==> src/rtl/tpk_pkg.sv <==
// Package: pack geometry and the CRC-16 byte step shared by the pack buffer.
// Assumes the pack layout is fixed: 24 six-bit symbols, 16 payload bytes, 2 check bytes.
package tpk_pkg;
    localparam int SYM_W      = 6;
    localparam int BYTE_W     = 8;
    localparam int PACK_SYMS  = 24;
    localparam int PACK_BYTES = 18;
    localparam int DATA_BYTES = 16;
    localparam int IDX_W      = $clog2(PACK_SYMS);
    localparam int CRC_W      = 16;
    localparam logic [CRC_W-1:0] CRC_POLY = 16'h1021;
    localparam int BUF_WORDS  = 2 * DATA_BYTES;
    localparam int READ_BITS  = DATA_BYTES * BYTE_W;

    // Advance the CRC by one byte, MSB first.
    function automatic logic [CRC_W-1:0] crc_step(input logic [CRC_W-1:0] c,
                                                   input logic [BYTE_W-1:0] d);
        logic [CRC_W-1:0] r;
        r = c;
        for (int i = BYTE_W - 1; i >= 0; i--) begin
            if (r[CRC_W-1] ^ d[i]) r = (r << 1) ^ CRC_POLY;
            else                   r = r << 1;
        end
        return r;
    endfunction
endpackage

==> src/rtl/tpk_symbol_packer.sv <==
// Symbol packer: turns 24 six-bit symbols into 18 bytes, four symbols per three bytes.
// Assumes pack_sync arms it; it disarms itself after symbol 23 and tracks sync errors.
module tpk_symbol_packer
    import tpk_pkg::*;
(
    input  logic              clk,
    input  logic              rst_n,
    input  logic              pack_sync_i,
    input  logic              sync_err_i,
    input  logic              sym_valid_i,
    input  logic [SYM_W-1:0]  sym_i,
    output logic              byte_valid_o,
    output logic [IDX_W-1:0]  byte_idx_o,
    output logic [BYTE_W-1:0] byte_o,
    output logic              pack_err_o
);
    localparam logic [IDX_W-1:0] LAST_SYM = IDX_W'(PACK_SYMS - 1);

    logic             armed;
    logic [IDX_W-1:0] sym_cnt;
    logic [SYM_W-1:0] hold;
    logic [1:0]       phase;
    logic [IDX_W-1:0] grp_base;

    assign phase    = sym_cnt[1:0];
    assign grp_base = IDX_W'(sym_cnt[IDX_W-1:2]) * IDX_W'(3);

    // Count symbols, splice residual bits into bytes, and keep the pack error sticky.
    always_ff @(posedge clk) begin
        if (!rst_n) begin
            armed        <= 1'b0;
            sym_cnt      <= '0;
            hold         <= '0;
            byte_valid_o <= 1'b0;
            byte_idx_o   <= '0;
            byte_o       <= '0;
            pack_err_o   <= 1'b0;
        end else begin
            byte_valid_o <= 1'b0;
            if (pack_sync_i) begin
                armed      <= 1'b1;
                sym_cnt    <= '0;
                pack_err_o <= sync_err_i;
            end else if (armed) begin
                if (sync_err_i) pack_err_o <= 1'b1;
                if (sym_valid_i) begin
                    sym_cnt <= sym_cnt + IDX_W'(1);
                    if (sym_cnt == LAST_SYM) armed <= 1'b0;
                    case (phase)
                        2'd0: hold <= sym_i;
                        2'd1: begin
                            byte_o       <= {hold, sym_i[5:4]};
                            hold         <= {2'b00, sym_i[3:0]};
                            byte_idx_o   <= grp_base;
                            byte_valid_o <= 1'b1;
                        end
                        2'd2: begin
                            byte_o       <= {hold[3:0], sym_i[5:2]};
                            hold         <= {4'b0000, sym_i[1:0]};
                            byte_idx_o   <= grp_base + IDX_W'(1);
                            byte_valid_o <= 1'b1;
                        end
                        default: begin
                            byte_o       <= {hold[1:0], sym_i};
                            byte_idx_o   <= grp_base + IDX_W'(2);
                            byte_valid_o <= 1'b1;
                        end
                    endcase
                end
            end
        end
    end

    assert_byte_idx_range_R2: assert property (@(posedge clk) disable iff (!rst_n)
        byte_valid_o |-> (byte_idx_o < IDX_W'(PACK_BYTES)));

    assert_disarmed_silent_R9: assert property (@(posedge clk) disable iff (!rst_n)
        (!armed && !pack_sync_i) |=> !byte_valid_o);
endmodule

==> src/rtl/tpk_crc_check.sv <==
// CRC checker: runs the CRC-16 over payload bytes as they stream past, latches the
// first check byte, and on the last byte raises done with the pass verdict.
// Assumes bytes arrive in index order, starting with index 0.
module tpk_crc_check
    import tpk_pkg::*;
(
    input  logic              clk,
    input  logic              rst_n,
    input  logic              byte_valid_i,
    input  logic [IDX_W-1:0]  byte_idx_i,
    input  logic [BYTE_W-1:0] byte_i,
    input  logic              pack_err_i,
    output logic              done_o,
    output logic              pass_o
);
    localparam logic [IDX_W-1:0] IDX_CHK_HI = IDX_W'(DATA_BYTES);
    localparam logic [IDX_W-1:0] IDX_CHK_LO = IDX_W'(DATA_BYTES + 1);

    logic [CRC_W-1:0]  crc;
    logic [BYTE_W-1:0] chk_hi;
    logic [CRC_W-1:0]  crc_seed;

    assign crc_seed = (byte_idx_i == '0) ? '0 : crc;

    // Accumulate the CRC, hold the high check byte, and deliver the verdict.
    always_ff @(posedge clk) begin
        if (!rst_n) begin
            crc    <= '0;
            chk_hi <= '0;
            done_o <= 1'b0;
            pass_o <= 1'b0;
        end else begin
            done_o <= 1'b0;
            if (byte_valid_i) begin
                if (byte_idx_i < IDX_CHK_HI) crc <= crc_step(crc_seed, byte_i);
                if (byte_idx_i == IDX_CHK_HI) chk_hi <= byte_i;
                if (byte_idx_i == IDX_CHK_LO) begin
                    done_o <= 1'b1;
                    pass_o <= ({chk_hi, byte_i} == ~crc) && !pack_err_i;
                end
            end
        end
    end

    assert_done_after_check_R3: assert property (@(posedge clk) disable iff (!rst_n)
        done_o |-> $past(byte_valid_i && (byte_idx_i == IDX_CHK_LO)));

    assert_sync_err_fails_R5: assert property (@(posedge clk) disable iff (!rst_n)
        (done_o && $past(pack_err_i)) |-> !pass_o);
endmodule

==> src/rtl/tpk_readout_port.sv <==
// Readout port: two-half byte buffer, ready strobe, and a serial shifter paced by the
// host clock. Assumes sclk is slower than clk; it is resynchronised and edge-detected.
module tpk_readout_port
    import tpk_pkg::*;
#(
    parameter int READY_LEN   = 2304,
    parameter int SYNC_STAGES = 2
) (
    input  logic                           clk,
    input  logic                           rst_n,
    input  logic                           wr_en_i,
    input  logic [$clog2(DATA_BYTES)-1:0]  wr_addr_i,
    input  logic [BYTE_W-1:0]              wr_data_i,
    input  logic                           done_i,
    input  logic                           pass_i,
    input  logic                           sclk_i,
    output logic                           ready_n_o,
    output logic                           sdata_o
);
    localparam int HALF_AW = $clog2(DATA_BYTES);
    localparam int CNT_W   = $clog2(READ_BITS + 1);
    localparam int LOW_W   = $clog2(READY_LEN + 1);

    logic [BYTE_W-1:0]    mem [BUF_WORDS];
    logic                 wr_half;
    logic                 rd_half;
    logic [SYNC_STAGES:0] sclk_q;
    logic                 sclk_fall;
    logic [CNT_W-1:0]     bit_cnt;
    logic                 active;
    logic [LOW_W-1:0]     low_cnt;
    logic [BYTE_W-1:0]    rd_byte;

    assign sclk_fall = sclk_q[SYNC_STAGES] & ~sclk_q[SYNC_STAGES-1];
    assign rd_byte   = mem[{rd_half, bit_cnt[HALF_AW+2:3]}];

    // Write payload bytes into the half not being read.
    always_ff @(posedge clk) begin
        if (wr_en_i) mem[{wr_half, wr_addr_i}] <= wr_data_i;
    end

    // Swap buffer halves when a pack completes.
    always_ff @(posedge clk) begin
        if (!rst_n) begin
            wr_half <= 1'b0;
            rd_half <= 1'b1;
        end else if (done_i) begin
            rd_half <= wr_half;
            wr_half <= ~wr_half;
        end
    end

    // Resynchronise the host clock into the internal domain.
    always_ff @(posedge clk) begin
        if (!rst_n) sclk_q <= '1;
        else        sclk_q <= {sclk_q[SYNC_STAGES-1:0], sclk_i};
    end

    // Time the low strobe for READY_LEN cycles.
    always_ff @(posedge clk) begin
        if (!rst_n) begin
            ready_n_o <= 1'b1;
            low_cnt   <= '0;
        end else if (done_i) begin
            ready_n_o <= 1'b0;
            low_cnt   <= LOW_W'(READY_LEN - 1);
        end else if (!ready_n_o) begin
            if (low_cnt == '0) ready_n_o <= 1'b1;
            else               low_cnt   <= low_cnt - LOW_W'(1);
        end
    end

    // Present the flag, then shift one payload bit per host falling edge.
    always_ff @(posedge clk) begin
        if (!rst_n) begin
            sdata_o <= 1'b0;
            bit_cnt <= '0;
            active  <= 1'b0;
        end else if (done_i) begin
            sdata_o <= pass_i;
            bit_cnt <= '0;
            active  <= 1'b1;
        end else if (sclk_fall && active) begin
            if (bit_cnt == CNT_W'(READ_BITS)) begin
                sdata_o <= 1'b0;
                active  <= 1'b0;
            end else begin
                sdata_o <= rd_byte[3'd7 - bit_cnt[2:0]];
                bit_cnt <= bit_cnt + CNT_W'(1);
            end
        end
    end

    assert_restart_on_ready_R12: assert property (@(posedge clk) disable iff (!rst_n)
        $fell(ready_n_o) |-> (active && (bit_cnt == '0)));

    assert_idle_counter_R8: assert property (@(posedge clk) disable iff (!rst_n)
        (!$past(active) && !$past(done_i)) |-> $stable(bit_cnt));

    assert_bit_cnt_range_R7: assert property (@(posedge clk) disable iff (!rst_n)
        bit_cnt <= CNT_W'(READ_BITS));
endmodule

==> src/rtl/tpk_pack_buffer.sv <==
// Top: collects a text pack, checks it, and serves it to the host over a strobe and
// a serial line. Assumes one clock domain; the host serial clock is sampled in it.
module tpk_pack_buffer
    import tpk_pkg::*;
#(
    parameter int READY_LEN   = 2304,
    parameter int SYNC_STAGES = 2
) (
    input  logic             clk,
    input  logic             rst_n,
    input  logic             pack_sync,
    input  logic             sync_err,
    input  logic             sym_valid,
    input  logic [SYM_W-1:0] sym_data,
    input  logic             sclk,
    output logic             ready_n,
    output logic             sdata
);
    localparam int HALF_AW = $clog2(DATA_BYTES);

    logic              byte_valid;
    logic [IDX_W-1:0]  byte_idx;
    logic [BYTE_W-1:0] byte_data;
    logic              pack_err;
    logic              done;
    logic              pass;
    logic              wr_en;

    assign wr_en = byte_valid && (byte_idx < IDX_W'(DATA_BYTES));

    tpk_symbol_packer u_packer (
        .clk          (clk),
        .rst_n        (rst_n),
        .pack_sync_i  (pack_sync),
        .sync_err_i   (sync_err),
        .sym_valid_i  (sym_valid),
        .sym_i        (sym_data),
        .byte_valid_o (byte_valid),
        .byte_idx_o   (byte_idx),
        .byte_o       (byte_data),
        .pack_err_o   (pack_err)
    );

    tpk_crc_check u_crc (
        .clk          (clk),
        .rst_n        (rst_n),
        .byte_valid_i (byte_valid),
        .byte_idx_i   (byte_idx),
        .byte_i       (byte_data),
        .pack_err_i   (pack_err),
        .done_o       (done),
        .pass_o       (pass)
    );

    tpk_readout_port #(
        .READY_LEN   (READY_LEN),
        .SYNC_STAGES (SYNC_STAGES)
    ) u_readout (
        .clk       (clk),
        .rst_n     (rst_n),
        .wr_en_i   (wr_en),
        .wr_addr_i (byte_idx[HALF_AW-1:0]),
        .wr_data_i (byte_data),
        .done_i    (done),
        .pass_i    (pass),
        .sclk_i    (sclk),
        .ready_n_o (ready_n),
        .sdata_o   (sdata)
    );
endmodule

==> config.mk <==
export PLATFORM = sky130hd
export DESIGN_NAME = tpk_pack_buffer
export DESIGN_NICKNAME = d
export VERILOG_FILES = /design/src/rtl/tpk_pkg.sv /design/src/rtl/tpk_symbol_packer.sv /design/src/rtl/tpk_crc_check.sv /design/src/rtl/tpk_readout_port.sv /design/src/rtl/tpk_pack_buffer.sv
export SDC_FILE = /design/constraint.sdc
export NUM_CORES = 1
export LEC_CHECK = 0
export ABC_AREA = 1
export CELL_PAD_IN_SITES_DETAIL_PLACEMENT = 1
export CELL_PAD_IN_SITES_GLOBAL_PLACEMENT = 1
export CORE_MARGIN = 3
export CORE_UTILIZATION = 50
export DETAILED_ROUTE_END_ITERATION = 16
export PLACE_DENSITY = 0.82
export SLEW_MARGIN = 10
export SYNTH_ARGS = -nofsm -noshare
export SYNTH_HDL_FRONTEND = slang
export SYNTH_SLANG_ARGS = --single-unit
==> constraint.sdc <==
create_clock -name clk -period 2.7 [get_ports clk]
set_input_delay 0.675 -clock clk [delete_from_list [all_inputs] [get_ports clk]]
set_output_delay 0.675 -clock clk [all_outputs]
set_load 0.01 [all_outputs]
Word-level counts from Yosys, hierarchy flattened
Memories as Yosys holds them, arrays and structs flattened.
Index checks and enable logic that the tools add are counted.
Widths: inputs -> output; s select.
- bitwise logic cells: 28
- $mul: 1
- magnitude comparators: 2
- muxes and demuxes: 58
- equal/unequal tests: 9
- reduce and logical (&&, ||, !) cells: 27
- add/sub/neg operators: 6
- operators with widths (kind ; count):
    $mux 16 ; 22
    $mux 13 ; 8
    $mux 12 ; 3
    $not 3->3 ; 8
    $pmux 8 s3 ; 1
    $mux 1 ; 21
    $reduce_and 2->1 ; 10
    $pmux 6 s3 ; 1
    $eq 16x16->1 ; 1
    $not 16->16 ; 1
    $eq 5x5->1 const B ; 3
    $pmux 5 s3 ; 1
    $logic_not 12->1 ; 1
    $sub 12x1->12 const B ; 1
    $add 5x1->5 const B ; 2
    $not 1->1 ; 10
    $add 8x1->8 const B ; 1
    $eq 8x8->1 const B ; 1
    $reduce_and 4->1 ; 2
    $reduce_bool 2->1 ; 4
    $xor 1x1->1 ; 8
    $add 5x2->5 const B ; 1
    $logic_not 5->1 ; 1
    $lt 5x5->1 const B ; 1
    other kinds (14) ; 18
- output and inout bits: 2
- register bits after elaboration: 81
- memories kept: 1
- bits in writable memories: 256
- memory list (name ; words ; bits a word ; rd ports ; clocked after Yosys merged registers in ; wr ports ; RTL line ; source):
    u_readout.mem ; 32 ; 8 ; 1 ; 0 ; 1 ; tpk_readout_port.sv:24 ; logic [BYTE_W-1:0] mem [BUF_WORDS];

Logic depth before layout (Yosys ltp)
- depth after elaboration: 39
- mapped depth: 19

Hierarchy
A second synthesis with hierarchy kept.
- cells, all modules: 1644
- area, all modules: 15292.2 µm²
- modules (own cells, without submodules) (module ; instances ; seq. area each (µm²) ; area each (µm²) ; cells each):
    tpk_readout_port ; 1 ; 8247.9 ; 12111.6 ; 1168
    tpk_crc_check ; 1 ; 520.5 ; 1692.9 ; 270
    tpk_symbol_packer ; 1 ; 540.5 ; 1477.7 ; 204
    tpk_pack_buffer ; 1 ; 0.0 ; 10.0 ; 2

Worst setup path after synthesis
No wires, ideal clock.
- path type: register to register
- start: register u_packer.sym_cnt[2]
- end: register u_packer.byte_idx_o[4]
- cell stages (with the launch flop): 9
- arrival time: 1.900 ns
- data required time: 2.566 ns
- path slack: 0.666 ns
- setup time: 0.134 ns
- path through: dfxtp_1 -> ha_1 -> fa_1 -> xor2_1 -> nand3_1 -> o21ai_0 -> a21oi_1 -> nor4_1 -> a211oi_1
- word-level cells in the longest chain between the ends: 3
- elaborated cells between the ends (all ways): 4
- classes of those cells: add/sub: 2; mul: 1; mux: 1
- ends and longest elaborated chain (item ; RTL line ; source):
    start: declaration ; tpk_symbol_packer.sv:20 ; logic [IDX_W-1:0] sym_cnt;
    start signal: assignment ; tpk_symbol_packer.sv:47 ; sym_cnt <= sym_cnt + IDX_W'(1);
    $mul 3x2->5 * ; tpk_symbol_packer.sv:26 ; assign grp_base = IDX_W'(sym_cnt[IDX_W-1:2]) * IDX_W'(3);
    $add 5x2->5 or $add 5x1->5 (tied branches) ; tpk_symbol_packer.sv:65, tpk_symbol_packer.sv:60 ;
    $pmux 5 s3 * ; tpk_symbol_packer.sv:49 ; case (phase)
    end signal: assignment ; tpk_symbol_packer.sv:54 ; byte_idx_o <= grp_base;
    end signal: assignment ; tpk_symbol_packer.sv:60 ; byte_idx_o <= grp_base + IDX_W'(1);
    end signal: assignment ; tpk_symbol_packer.sv:65 ; byte_idx_o <= grp_base + IDX_W'(2);
    end: declaration ; tpk_symbol_packer.sv:13 ; output logic [IDX_W-1:0] byte_idx_o,
Mark *: on every way between the ends. The rest lies on a longest branch, timed or not.
A chain may end at the register's enable or synchronous reset.

Worst setup path after layout
Ends and elaborated chain as after synthesis.

==> results.toml <==
[timing]
clock.fmax_ghz = 0.4281
slew_headroom_pct = 34.42
hold_viol_final = 0
fin_crit_sh_pct = 86.51
worst_pin_slew_ns = 0.9801
rsz0062_at_grt = "false"
drv_slew = 0
tns_ns = 0
setup_viol = 0
holdWs_ns = 0.4210
finalClockSkew_ns = 0.02140
min_period_ns = 2.336

[pwr]
p_switching_uw = 2146
intPower_uw = 8544
combPwrFrac_pct = 1.3
pwr-share-seq_pct = 51.7
ir_drop_uv = 441.0
swShare_pct = 20.08
cellPowerDensity_nw_per_um2 = 637.3
p_leak_uw = 0.006551
p_clk_share_pct = 46.9

[logic_synthesis]
ys_seq_area_share_pct = 61.94
syn_area_sq_um = 15030
ys.flop_type = "edfxtp_1"
synth-adder-area-share_pct = 1.299
synth-xor-area-share_pct = 1.890
synth_async_sr_flop_share_pct = 0
synth_seq_cells = 337
synth_simple_gate_area_share_pct = 20.28
synth_cell_type_count = 52
synth_edf_count = 256
synth_top_family_by_area = "simple AND/OR/NAND/NOR gates"
synth_area_per_cell_sq_um = 9.708
yosys_warnings = 0
netlist_instances = 1548
synth.mux.area_fraction_pct = 0
syn-num-nets = 1575
synth_compound_area_share_pct = 8.192

[clock_tree]
clk_path_buf_depth = 3
cts_tree = "built"
h-tree-depth = 2
clock-sinks = 337
cts_setup_buffers = 0
cts-root-buf = "clkbuf_16"
clk_latency_ns = 0.53
ctsHoldBuffers = 0
cts_made_buffers = 37
cts_resized = 0
clk_pin_slew_ns = 0.06

[routing]
drt_pass1_iterations = 5
ant_nets = 0
drc = 0
viasPerCell = 5.672
drt-initial-drc-count = 950
drt_wl_total_um = 41280
vias = 11210
routedWlPerCell_um = 20.88

[grt]
grt_overflow_total = 0
antenna_found_initial = 0
grt_max_degree = 75
grt_use_total_pct = 26.12
grt_pass1_vias = 11990
grt_pass1_wl_um = 64790

[finish]
mostFrequentLayoutCell = "nand2_1"
fill_cells = 3247
syn_to_final_growth_pct = 11.62
diodes = 0
multi_input_area_sq_um = 4763
nets = 1592
final_cell_mix = "nand2_1 (331), edfxtp_1 (256), nor2_1 (214), inv_1 (146), nand3_1 (127)"
regArea_sq_um = 9314
final_core_util_pct = 57.51
drive_gt1_share_pct = 8.286

[setup_path]
critPathKind = "register to register"
cpPeakStageDelay_ns = 0.44
crit_buf_inv = 0
end_kind = "register"
start_kind = "register"
regToRegSetupSlack_ns = 0.36
crit_chain = "ha_1 > fa_1 > xor2_1 > nand3_1 > o21ai_0 > a21oi_1 > nor4_1 > a211oi_1"
crit_fanout = 8
arrival_ns = 2.73
slowest_stage = "fa_1"
crit_family = "adder cells"
required_ns = 3.10

[placement]
place_congestion = 0.8413
hpwl_um = 25910
port_buffers = 13

[flow_run]
drv_cap = 0

[die]
die_w_um = 179.4
initial_utilization_pct = 51.52
io_pins = 14
coreArea_sq_um = 29170
dieHeight_um = 179.4
die-area_sq_um = 32170
rows = 62

[hold_path]
hp-class = "register to register"

[status]
outcome = "completed"
worst paths after layout:
kind                                                            end                             start  cells past startpoint
worst min-delay path                 u_readout.sclk_q[1]$_SDFF_PN1_    u_readout.sclk_q[0]$_SDFF_PN1_                      1
worst max-delay path            u_packer.byte_idx_o[4]$_SDFFE_PN0P_  u_packer.sym_cnt[2]$_SDFFE_PP0P_                      8
worst min register to register       u_readout.sclk_q[1]$_SDFF_PN1_    u_readout.sclk_q[0]$_SDFF_PN1_                      1
worst max register to register  u_packer.byte_idx_o[4]$_SDFFE_PN0P_  u_packer.sym_cnt[2]$_SDFFE_PP0P_                      8
cell usage after synthesis, types with 4 or more instances:
cell	number	share of area, %
nor2_4	4	0.30
nand2_2	7	0.29
xor2_1	9	0.52
ha_1	14	1.2
o221ai_1	6	0.35
buf_4	9	0.45
clkbuf_1	21	0.52
dfxtp_1	81	11
xnor2_1	11	0.64
nor3_1	12	0.40
nand3_1	127	4.2
buf_2	19	0.63
buf_6	10	0.75
nor2_2	6	0.25
edfxtp_1	256	51
inv_2	5	0.12
a21oi_1	64	2.1
nand2_1	331	8.3
nor2_1	214	5.3
inv_1	146	3.6
o21ai_1	14	0.47
or2_2	10	0.42
o21ai_0	103	3.4
a31oi_1	9	0.37
a211oi_1	6	0.30
o211ai_1	10	0.50
buf_1	7	0.17
per-layer routing:
metal | vias to the layer above | GRT usage, % | wire (um)
li1 | 5203 | - | -
met1 | 5623 | 32.77 | 16970
met2 | 295 | 46.58 | 21030
met3 | 93 | 3.645 | 2050
met4 | 0 | 8.860 | 1227
met5 | - | 0 | 0
sequential cells by signal, indices dropped and copies added (netlist names):
| signal | count |
|---|---|
| u_readout.sdata_o | 1 |
| u_crc.pass_o | 1 |
| u_crc.crc | 16 |
| u_packer.byte_o | 8 |
| u_crc.done_o | 1 |
| u_readout.sclk_q | 3 |
| u_packer.pack_err_o | 1 |
| u_packer.byte_idx_o | 5 |
| u_packer.armed | 1 |
| u_readout.active | 1 |
| u_packer.byte_valid_o | 1 |
| u_packer.sym_cnt | 5 |
| u_readout.ready_n_o | 1 |
| u_crc.chk_hi | 8 |
| u_readout.bit_cnt | 8 |
| u_readout.rd_half | 1 |
| u_readout.mem | 256 |
| u_readout.wr_half | 1 |
| u_packer.hold | 6 |
| u_readout.low_cnt | 12 |
final cells by class:
type / count / area share, %
inverter: 154 / 3.461
clock inverter: 18 / 0.9995
clock buffer: 49 / 6.146
multi-input combinational: 991 / 28.40
timing repair buffer: 44 / 2.611
tap: 384 / 2.864
sequential: 337 / 55.52
power groups by stage:
stage | combinational [uW] | sequential [uW] | clock [uW]
floorplan | 74.6 | 5640 | 0
global placement | 136 | 5640 | 0
detailed placement | 141 | 5640 | 0
CTS | 143 | 5530 | 5060
global route | 158 | 5530 | 5290
finish | 144 | 5530 | 5020
per-stage QoR:
stage               power [uW]  instance area [sq um]  setup slack, ns  std cells
floorplan                 5718                  15030           0.6658       1548
global placement          5776                  15580           0.5053       1910
detailed placement        5782                  15580           0.4119       1910
CTS                      10740                  16770           0.3717       1977
global route             10980                  16770           0.1265       1977
finish                   10690                  16770           0.3642       1977
kinds of logic (layout without fill, tap and decap cells):
group,Yosys count,count (layout)
simple gates,726,726
buf+inv,220,265
xor+xnor,26,26
compound gates,224,224
flops,337,337
fa+ha+maj,15,15
(Power assumes the default switching activity.)
